==> src/rtl/lbuf_pkg.sv <==
package lbuf_pkg;
  localparam int unsigned NBUF  = 4;
  localparam int unsigned IDX_W = $clog2(NBUF);
  localparam int unsigned AGE_W = $clog2(NBUF);

  typedef logic [IDX_W-1:0]            idx_t;
  typedef logic [NBUF-1:0]             mask_t;
  typedef logic [NBUF-1:0][AGE_W-1:0]  age_vec_t;

  typedef enum logic [1:0] {
    PM_POOL      = 2'b00,
    PM_SPLIT_2_2 = 2'b01,
    PM_SPLIT_3_1 = 2'b10,
    PM_POOL_ALT  = 2'b11
  } part_mode_e;

  localparam int unsigned YOUNGEST = NBUF - 1;
endpackage

==> src/rtl/lbuf_elig.sv <==
module lbuf_elig
  import lbuf_pkg::*;
(
  input  logic [1:0] part_mode_i,
  input  logic       acc_instr_i,
  output mask_t      elig_o
);
  logic       pooled;
  logic [2:0] instr_cnt;

  always_comb begin
    pooled    = 1'b0;
    instr_cnt = 3'(NBUF);
    unique case (part_mode_e'(part_mode_i))
      PM_SPLIT_2_2: instr_cnt = 3'd2;
      PM_SPLIT_3_1: instr_cnt = 3'd3;
      default:      pooled    = 1'b1;
    endcase
  end

  for (genvar i = 0; i < NBUF; i++) begin : g_elig
    always_comb begin
      if (pooled)           elig_o[i] = 1'b1;
      else if (acc_instr_i) elig_o[i] = (3'(i) < instr_cnt);
      else                  elig_o[i] = (3'(i) >= instr_cnt);
    end
  end
endmodule

==> src/rtl/lbuf_lookup.sv <==
module lbuf_lookup
  import lbuf_pkg::*;
#(
  parameter int unsigned TAG_W = 16
) (
  input  logic [NBUF-1:0][TAG_W-1:0] tag_i,
  input  mask_t                      valid_i,
  input  mask_t                      elig_i,
  input  logic [TAG_W-1:0]           lookup_tag_i,
  output logic                       hit_o,
  output idx_t                       hit_idx_o
);
  mask_t match;

  for (genvar i = 0; i < NBUF; i++) begin : g_cmp
    assign match[i] = valid_i[i] & elig_i[i] & (tag_i[i] == lookup_tag_i);
  end

  assign hit_o = |match;

  // OR-encode; at most one match by contract
  always_comb begin
    hit_idx_o = '0;
    for (int i = 0; i < NBUF; i++) begin
      if (match[i]) hit_idx_o = hit_idx_o | idx_t'(i);
    end
  end
endmodule

==> src/rtl/lbuf_age.sv <==
module lbuf_age
  import lbuf_pkg::*;
(
  input  logic     clk_i,
  input  logic     rst_ni,
  input  logic     inval_i,
  input  logic     promote_i,
  input  idx_t     promote_idx_i,
  output age_vec_t age_o
);
  age_vec_t          age_q;
  logic [AGE_W-1:0]  pivot;

  assign pivot = age_q[promote_idx_i];

  for (genvar j = 0; j < NBUF; j++) begin : g_rank
    always_ff @(posedge clk_i or negedge rst_ni) begin
      if (!rst_ni) begin
        age_q[j] <= AGE_W'(j);
      end else if (inval_i) begin
        age_q[j] <= AGE_W'(j);
      end else if (promote_i) begin
        if (idx_t'(j) == promote_idx_i) age_q[j] <= AGE_W'(YOUNGEST);
        else if (age_q[j] > pivot)      age_q[j] <= age_q[j] - 1'b1;
      end
    end
  end

  assign age_o = age_q;
endmodule

==> src/rtl/lbuf_victim.sv <==
module lbuf_victim
  import lbuf_pkg::*;
(
  input  mask_t    valid_i,
  input  mask_t    elig_i,
  input  age_vec_t age_i,
  output idx_t     victim_o
);
  mask_t            free;
  idx_t             free_idx;
  idx_t             lru_idx;
  logic [AGE_W-1:0] lru_age;
  logic             lru_seen;

  assign free = elig_i & ~valid_i;

  // lowest index wins: scan downward
  always_comb begin
    free_idx = '0;
    for (int i = NBUF - 1; i >= 0; i--) begin
      if (free[i]) free_idx = idx_t'(i);
    end
  end

  always_comb begin
    lru_idx  = '0;
    lru_age  = '1;
    lru_seen = 1'b0;
    for (int i = 0; i < NBUF; i++) begin
      if (elig_i[i] && (!lru_seen || age_i[i] < lru_age)) begin
        lru_idx  = idx_t'(i);
        lru_age  = age_i[i];
        lru_seen = 1'b1;
      end
    end
  end

  assign victim_o = (|free) ? free_idx : lru_idx;
endmodule

==> src/rtl/lbuf_repl_sel.sv <==
module lbuf_repl_sel
  import lbuf_pkg::*;
#(
  parameter int unsigned TAG_W = 16
) (
  input  logic             clk_i,
  input  logic             rst_ni,
  input  logic [1:0]       part_mode_i,
  input  logic             acc_instr_i,
  input  logic [TAG_W-1:0] lookup_tag_i,
  input  logic             lookup_vld_i,
  input  logic             fill_i,
  input  logic             fill_pref_i,
  input  logic [1:0]       fill_idx_i,
  input  logic [TAG_W-1:0] fill_tag_i,
  input  logic             inval_all_i,
  output logic             hit_o,
  output logic [1:0]       hit_idx_o,
  output logic [1:0]       victim_o
);
  mask_t                      valid_q;
  logic [NBUF-1:0][TAG_W-1:0] tag_q;
  age_vec_t                   age_q;
  mask_t                      elig;
  logic                       hit;
  idx_t                       hit_idx;
  logic                       promote;
  idx_t                       promote_idx;

  lbuf_elig u_elig (
    .part_mode_i (part_mode_i),
    .acc_instr_i (acc_instr_i),
    .elig_o      (elig)
  );

  lbuf_lookup #(.TAG_W(TAG_W)) u_lookup (
    .tag_i        (tag_q),
    .valid_i      (valid_q),
    .elig_i       (elig),
    .lookup_tag_i (lookup_tag_i),
    .hit_o        (hit),
    .hit_idx_o    (hit_idx)
  );

  // fill outranks lookup promotion; prefetch fill does not promote
  assign promote     = !inval_all_i &&
                       (fill_i ? !fill_pref_i : (lookup_vld_i && hit));
  assign promote_idx = fill_i ? idx_t'(fill_idx_i) : hit_idx;

  lbuf_age u_age (
    .clk_i         (clk_i),
    .rst_ni        (rst_ni),
    .inval_i       (inval_all_i),
    .promote_i     (promote),
    .promote_idx_i (promote_idx),
    .age_o         (age_q)
  );

  lbuf_victim u_victim (
    .valid_i  (valid_q),
    .elig_i   (elig),
    .age_i    (age_q),
    .victim_o (victim_o)
  );

  for (genvar i = 0; i < NBUF; i++) begin : g_line
    logic wr;
    assign wr = fill_i && (idx_t'(fill_idx_i) == idx_t'(i));

    always_ff @(posedge clk_i or negedge rst_ni) begin
      if (!rst_ni)          valid_q[i] <= 1'b0;
      else if (inval_all_i) valid_q[i] <= 1'b0;
      else if (wr)          valid_q[i] <= 1'b1;
    end

    always_ff @(posedge clk_i or negedge rst_ni) begin
      if (!rst_ni)                  tag_q[i] <= '0;
      else if (wr && !inval_all_i)  tag_q[i] <= fill_tag_i;
    end
  end

  assign hit_o     = hit;
  assign hit_idx_o = hit_idx;
endmodule

==> config.mk <==
export PLATFORM = sky130hd
export DESIGN_NAME = lbuf_repl_sel
export DESIGN_NICKNAME = d
export VERILOG_FILES = /design/src/rtl/lbuf_pkg.sv /design/src/rtl/lbuf_elig.sv /design/src/rtl/lbuf_lookup.sv /design/src/rtl/lbuf_age.sv /design/src/rtl/lbuf_victim.sv /design/src/rtl/lbuf_repl_sel.sv
export SDC_FILE = /design/constraint.sdc
export NUM_CORES = 1
export LEC_CHECK = 0
export CAP_MARGIN = 0
export CORE_MARGIN = 3
export CORE_UTILIZATION = 52
export CTS_CLUSTER_DIAMETER = 50
export CTS_CLUSTER_SIZE = 12
export DETAILED_ROUTE_END_ITERATION = 10
export PLACE_DENSITY_LB_ADDON = 0.25
export SLEW_MARGIN = 25
export SYNTH_ARGS = -nofsm -noshare
export SYNTH_HDL_FRONTEND = slang
export SYNTH_SLANG_ARGS = --single-unit
==> constraint.sdc <==
create_clock -name clk_i -period 4.6 [get_ports clk_i]
set_input_delay 1.15 -clock clk_i [delete_from_list [all_inputs] [get_ports clk_i]]
set_output_delay 1.15 -clock clk_i [all_outputs]
set_load 0.01 [all_outputs]
# Word-level counts from Yosys, hierarchy flattened
# Cells that the tools add are included.
[word_totals]
regBits = 76
latchBits = 0
mem_bits_rw = 0
romBits = 0
input_bits = 43
out_inout_bits = 5
elab_cells = 147
mem_count = 0
[classes]
addsub = 4
mul = 0
n_div = 0
magnitude_cmp = 16
n_eq_ne = 12
shift = 0
n_mux = 54
n_bitwise = 10
reduce_logical = 39
[op_table]
columns = ["op", "count"]
rows = [
  ["16-bit == test", 4],
  ["2-bit two-way mux", 30],
  ["1-bit two-way mux", 22],
  ["1-bit logical AND", 13],
  ["3-bit nonzero test", 4],
  ["2-bit nonzero test", 5],
  ["1-bit bitwise AND", 8],
  ["2-bit greater-than comparator", 4],
  ["2-bit AND reduction", 4],
  ["4-bit OR reduction", 2],
  ["2-bit by 1-bit subtractor with 2-bit output, second input constant", 4],
  ["2-bit == test, second input constant", 3],
  ["1-bit by 3-bit >= comparator with 1-bit output, first input constant", 2],
  ["2-bit by 3-bit >= comparator with 1-bit output, first input constant", 2],
  ["1-bit by 3-bit less-than comparator with 1-bit output, first input constant", 2],
  ["2-bit less-than comparator", 3],
  ["2-bit by 3-bit less-than comparator with 1-bit output, first input constant", 2],
  ["3-bit case mux with 2 select lines", 1],
  ["1-bit logical NOT", 5],
  ["4-bit bitwise AND", 1],
  ["2-bit binary-select mux with 2-bit select", 1],
  ["2-bit by 1-bit == test with 1-bit output, second input constant", 2],
  ["2-bit == test, first input constant", 2],
  ["2-bit logical NOT", 2],
  ["5 further kinds", 7],
]

# Depth between registers and ports, before layout
# Gate-level depths: netlist (run 1).
[depth]
depth_word = 19
mapped_depth = 19

# Cells and area by module
# A second synthesis (run 1) with hierarchy kept.
[unflattened]
hier_cells = 394
hier_area_um2 = 4700.8
[by_module_without_submodules]
columns = ["module", "instances", "cells_each", "area_per_inst_um2", "seq_area_each_um2"]
rows = [
  ["lbuf_repl_sel", 1, 162, 2716.4, 1701.6],
  ["lbuf_lookup", 1, 102, 873.3, 0.0],
  ["lbuf_age", 1, 78, 760.7, 205.2],
  ["lbuf_victim", 1, 43, 282.8, 0.0],
  ["lbuf_elig", 1, 9, 67.6, 0.0],
]

# Least setup slack after synthesis (run 1)
# Ideal clock, no wire load.
[synth_timing]
path_type = "input to output"
from = "input port part_mode_i[1]"
to = "output port victim_o[0]"
arrival_time_ns = 3.711
t_required_ns = 3.450
path_slack_ns = -0.261
cell_stages = 13
n_path_buf = 0
path_cell_list = "inv_1 ha_1 nor2_1 a21oi_1 ha_1 a21o_1 a21oi_1 mux2_2 ha_1 a21oi_1 o21a_1 o21ai_0 a21oi_1"
[synth_via]
elab_chain_cells = 19
[synth_rtl]
columns = ["element", "line", "source"]
rows = [
  ["start, declared", "lbuf_repl_sel.sv:8", "input logic [1:0] part_mode_i,"],
  ["2-bit == test / 2-bit by 1-bit == test with 1-bit output (equally long branches)", "lbuf_elig.sv:14", "unique case (part_mode_e'(part_mode_i))"],
  ["3-bit case mux with 2 select lines", "lbuf_elig.sv:14", ""],
  ["1-bit by 3-bit >= comparator with 1-bit output / 1-bit by 3-bit less-than comparator with 1-bit output (equally long branches)", "lbuf_elig.sv:25, lbuf_elig.sv:24", ""],
  ["1-bit two-way mux", "lbuf_elig.sv:24", "else if (acc_instr_i) elig_o[i] = (3'(i) < instr_cnt);"],
  ["1-bit two-way mux", "lbuf_elig.sv:23", "if (pooled) elig_o[i] = 1'b1;"],
  ["2-bit two-way mux / 1-bit two-way mux (equally long branches)", "lbuf_victim.sv:30", "if (elig_i[i] && (!lru_seen || age_i[i] < lru_age)) begin"],
  ["2-bit less-than comparator / 1-bit logical NOT (equally long branches)", "lbuf_victim.sv:30", ""],
  ["1-bit logical OR", "lbuf_victim.sv:30", ""],
  ["[... 3 more ...]", "n/a", ""],
  ["1-bit logical OR", "lbuf_victim.sv:30", ""],
  ["1-bit logical AND", "lbuf_victim.sv:30", ""],
  ["2-bit two-way mux / 1-bit two-way mux (equally long branches)", "lbuf_victim.sv:30", ""],
  ["2-bit less-than comparator / 1-bit logical NOT (equally long branches)", "lbuf_victim.sv:30", ""],
  ["1-bit logical OR", "lbuf_victim.sv:30", ""],
  ["1-bit logical AND", "lbuf_victim.sv:30", ""],
  ["2-bit two-way mux", "lbuf_victim.sv:30", ""],
  ["2-bit two-way mux (*)", "lbuf_victim.sv:38", "assign victim_o = (|free) ? free_idx : lru_idx;"],
  ["end, declared", "lbuf_repl_sel.sv:19", "output logic [1:0] victim_o"],
]
# Every way passes the cells marked *; elsewhere a longest branch is shown, timed or not.

# Worst setup path after layout (run 1)
[layout_timing]
from = "input port part_mode_i[1]"
to = "output port victim_o[1]"
# Same word-level chain as after synthesis.

==> impl_metrics.toml, run 1 <==
[setup_path]
cp_data_required_time_ns = 3.45
rr_worst_depth = 15
crit_fanout = 3
crit_top_cell = "a21oi_2"
worstPathCellList = "buf_6 -> inv_4 -> ha_4 -> nor2_4 -> a21oi_2 -> ha_1 -> a21o_1 -> a21oi_2 -> mux2_4 -> ha_4 -> a21oi_2 -> o21a_1 -> nor3b_2 -> nor2_1 -> buf_2"
r2r-end = "u_age.age_o[5]"
critPathLaunch = "part_mode_i[1]"
cp_top_family = "adder cells"
crit_buf_inv = 3
critPathMaxStageDelay_ns = 0.33
rr_startpoint = "tag_q[61]"
startpoint_type = "primary input"
critical_path_class = "in2out"
crit_slowest_cell = "mux2_4"
cp.arrival_ns = 3.51
reg2reg_slack_ns = 1.31
crit_path_end_kind = "output port"

[cells_and_area]
area_growth_pct = 23.1
seqCellArea_sq_um = 1910
multi_input_area_sq_um = 2450
diodes = 0
utilization_pct = 66.5
fillers = 628
layout.nets = 519
drive_above_1_share_pct = 34.8
final_cell_count_no_fill = 574

[global_route]
antenna_found_initial = 0
grt_pass1_wl_microns = 16600
grtUsageTotal_pct = 21.6
grt_pass1_vias = 3349
gr-usage-met2_pct = 36.0
grt_busiest_layer = "met2"
overflow = 0
grt_max_degree = 77
met1_usage_pct = 27.5
grt_util_met3_pct = 3.89

[clock_tree]
cts_tree = "yes"
clockBufferDepth = 2
cts_root_buffer = "clkbuf_8"
ctsHoldBuffers = 0
cts.clk_slew.worst_paths_ns = 0.08
cts.htree.levels = 3
clock-sinks = 76
cts_buffers = 9
clock_latency_ns = 0.35

[synth]
synth-simple-area-share_pct = 10.5
syn_nets = 447
avgSynthCellArea_sq_um = 11.4
async_flop_share_pct = 100
ys_ff_latch = 76
synth_edf_count = 0
yosysUniqueCellTypes = 52
synth.largest_area_cell = "dfrtp_1"
synth_top_area_share_pct = 40.4
seq_area_frac_synth_pct = 42.7
synth-compound-area-share_pct = 9.12
synthXorXnorAreaFrac_pct = 13.2
ys_top_cells_by_area = "dfrtp_1 (40%), mux2_2 (16%), xnor2_1 (12%)"
synth_top_flop_cell = "dfrtp_1"
syn_area_sq_um = 4460
netlist_instances = 392
synthAdderAreaFrac_pct = 3.37
synthMuxAreaShare_pct = 16.6
yosysWarnings = 0
synth_top_family_by_area = "multiplexers"

[die]
dieArea_sq_um = 9720
die_width_microns = 98.6
start_util_pct = 54.0
io_pins = 48
std_cell_rows = 33
coreArea_sq_um = 8260
die_h_microns = 98.6

[power_and_ir_drop]
power_frac_seq_pct = 42.2
p_sw_share_pct = 34.7
p_comb_share_pct = 37.2
design_power_total_uw = 2320
p_leak_uw = 0.00232
p_per_area_nw_per_um2 = 423
power.switching_uw = 806
p_clk_share_pct = 20.6
power.internal_uw = 1520
worst_ir_drop_vdd_mv = 0.284

[timing]
fmax_mhz = 215
fin_setup_tns_ns = -0.105
setup_violations = 2
grt_setup_unrepaired = "yes"
hold_viol = 0
final_max_slew_viol_count = 0
fin_ws_ns = -0.0592
skew_ns = 0.00863
slew_headroom_pct = 54.3
fin_crit_ns = 4.66
period_share_pct = 101
worstMarginPinSlew_ns = 0.686

[detailed_routing]
drt_first_iter_violations = 122
wl_per_cell_microns = 17.4
first_pass_iters = 4
drc = 0
ant_nets = 0
drt_wl_total_microns = 9980
viasPerCell = 5.53
num_vias = 3177

[job]
maxCapViolCount = 0

[run_status]
violations = "setup timing"
outcome = "finished, violations left"

[place]
gp_congestion = 0.810
io_buffers = 47
post-dp-hpwl_microns = 7350
dp_cells = 555

[worst_hold_path]
hold_start = "tag_q[24]"
whs_endpoint = "tag_q[24]"
hp-class = "reg2reg"
holdPathStages = 1
## cells by family after synthesis
family | after synthesis
AOI/OAI and AO/OA | 57
muxes | 66
buffers and inverters | 39
xor gates and xnor gates | 64
adders and majority gates | 12
DFF | 76
and+or+nand+nor | 78
## layout by cell type (no fill, tap or decap), types with 2 or more instances in the layout
| cell | instances |
|---|---|
| dlygate4sd2_1 | 3 |
| xnor2_2 | 7 |
| nor3_1 | 3 |
| mux2_2 | 64 |
| nor4_4 | 2 |
| a21oi_2 | 5 |
| a32oi_1 | 2 |
| o21a_1 | 2 |
| a21oi_1 | 16 |
| nand4_2 | 3 |
| buf_4 | 39 |
| a21o_1 | 5 |
| nand2b_1 | 2 |
| inv_6 | 4 |
| a31oi_1 | 2 |
| nor2b_1 | 4 |
| clkdlybuf4s50_1 | 35 |
| nor4_1 | 2 |
| nor2_1 | 17 |
| o22a_1 | 3 |
| dlymetal6s2s_1 | 4 |
| inv_1 | 13 |
| nand2_1 | 12 |
| buf_2 | 2 |
| o21ai_0 | 9 |
| or2_1 | 2 |
| xnor2_1 | 57 |
| nand4_1 | 14 |
| nor3_2 | 4 |
| clkbuf_8 | 9 |
| ha_1 | 10 |
| dfrtp_1 | 72 |
| clkinvlp_4 | 3 |
| buf_6 | 3 |
| dfstp_2 | 4 |
| nand3_1 | 6 |
| ha_4 | 2 |
## cells in the mapped netlist, drive strengths merged (2+ instances only)
master,n
a21o,6
a21oi,21
a31oi,3
a32oi,2
buf,16
clkbuf,9
dfrtp,72
dfstp,4
ha,12
inv,14
mux2,65
nand2,12
nand2b,3
nand3,6
nand4,18
nor2,18
nor2b,4
nor3,7
nor4,4
o21a,2
o21ai,10
o22a,3
or2,3
xnor2,64
## registers in the layout (all words and copies together) (netlist names)
signal and flops:
tag_q 64, u_age.age_o 8, valid_q 4
## how the worst max path moves through the flow
| stage | endpoint | cells after the start |
|---|---|---|
| after floorplan | victim_o[0] | 13 |
| after global placement | victim_o[0] | 15 |
| after detailed placement | victim_o[0] | 15 |
| after CTS | victim_o[0] | 15 |
| after global routing | victim_o[1] | 15 |
| final | victim_o[1] | 15 |
## metal layers
metal | share of wire, % | up-vias
met5 | 0 | -
met4 | 3.1 | 0
met3 | 4.1 | 21
met2 | 50 | 67
met1 | 43 | 1567
li1 | - | 1522
## power groups by stage
| stage | sequential (uW) | combinational, uW | clock, uW |
|---|---|---|---|
| 2_1_floorplan | 949 | 594 | 0 |
| 3_3_place_gp | 979 | 791 | 0 |
| 3_5_place_dp | 988 | 819 | 0 |
| 4_1_cts | 979 | 860 | 491 |
| 5_1_grt | 1000 | 970 | 522 |
| 6_report | 981 | 864 | 478 |
## cell type report
type,instances,share of cell area [%]
tap,105,2.39
multi-input combinational,277,44.7
inverter,14,1.00
clock buffer,9,2.26
sequential,76,34.7
timing repair buffer,86,13.9
clock inverter,7,1.05
## per-stage QoR
stage	area (sq um)	hold slack, ns	setup slack (ns)
global placement	5230	0.509	-0.907
CTS	5450	0.534	-0.145
finish	5490	0.531	-0.0592
detailed placement	5230	0.515	-1.03
floorplan	4480	0.490	0.0348
global route	5490	0.547	-0.175
## worst reg2reg max path, cell delays in order, from the launching register on
cell	delay [ns]
dfrtp_1	0.42
xnor2_2	0.24
nand4_1	0.22
nor4_4	0.24
nand4_4	0.15
a31oi_1	0.19
buf_4	0.16
o21ai_0	0.07
o21ai_0	0.33
ha_1	0.32
nor2b_1	0.13
o21ai_0	0.26
inv_1	0.11
nand3_1	0.09
o21ai_0	0.07
a32oi_1	0.21
## repair_timing
action / 4_1_cts / 5_1_grt
endpoints found under the setup margin: 6 / 5
pin swaps: 11 / 12
gates resized for setup: 29 / 8
gates cloned: 0 / 0
buffers inserted: 2 / 1
Note: power is estimated with default switching activity, not from simulation.
==> inputs of run 2 (changes only) <==
Settings changed: ABC_CLOCK_PERIOD_IN_PS set to 4600.
==> results of run 2 <==
No change in the layout: final DEF, timing and power equal those of run 1.
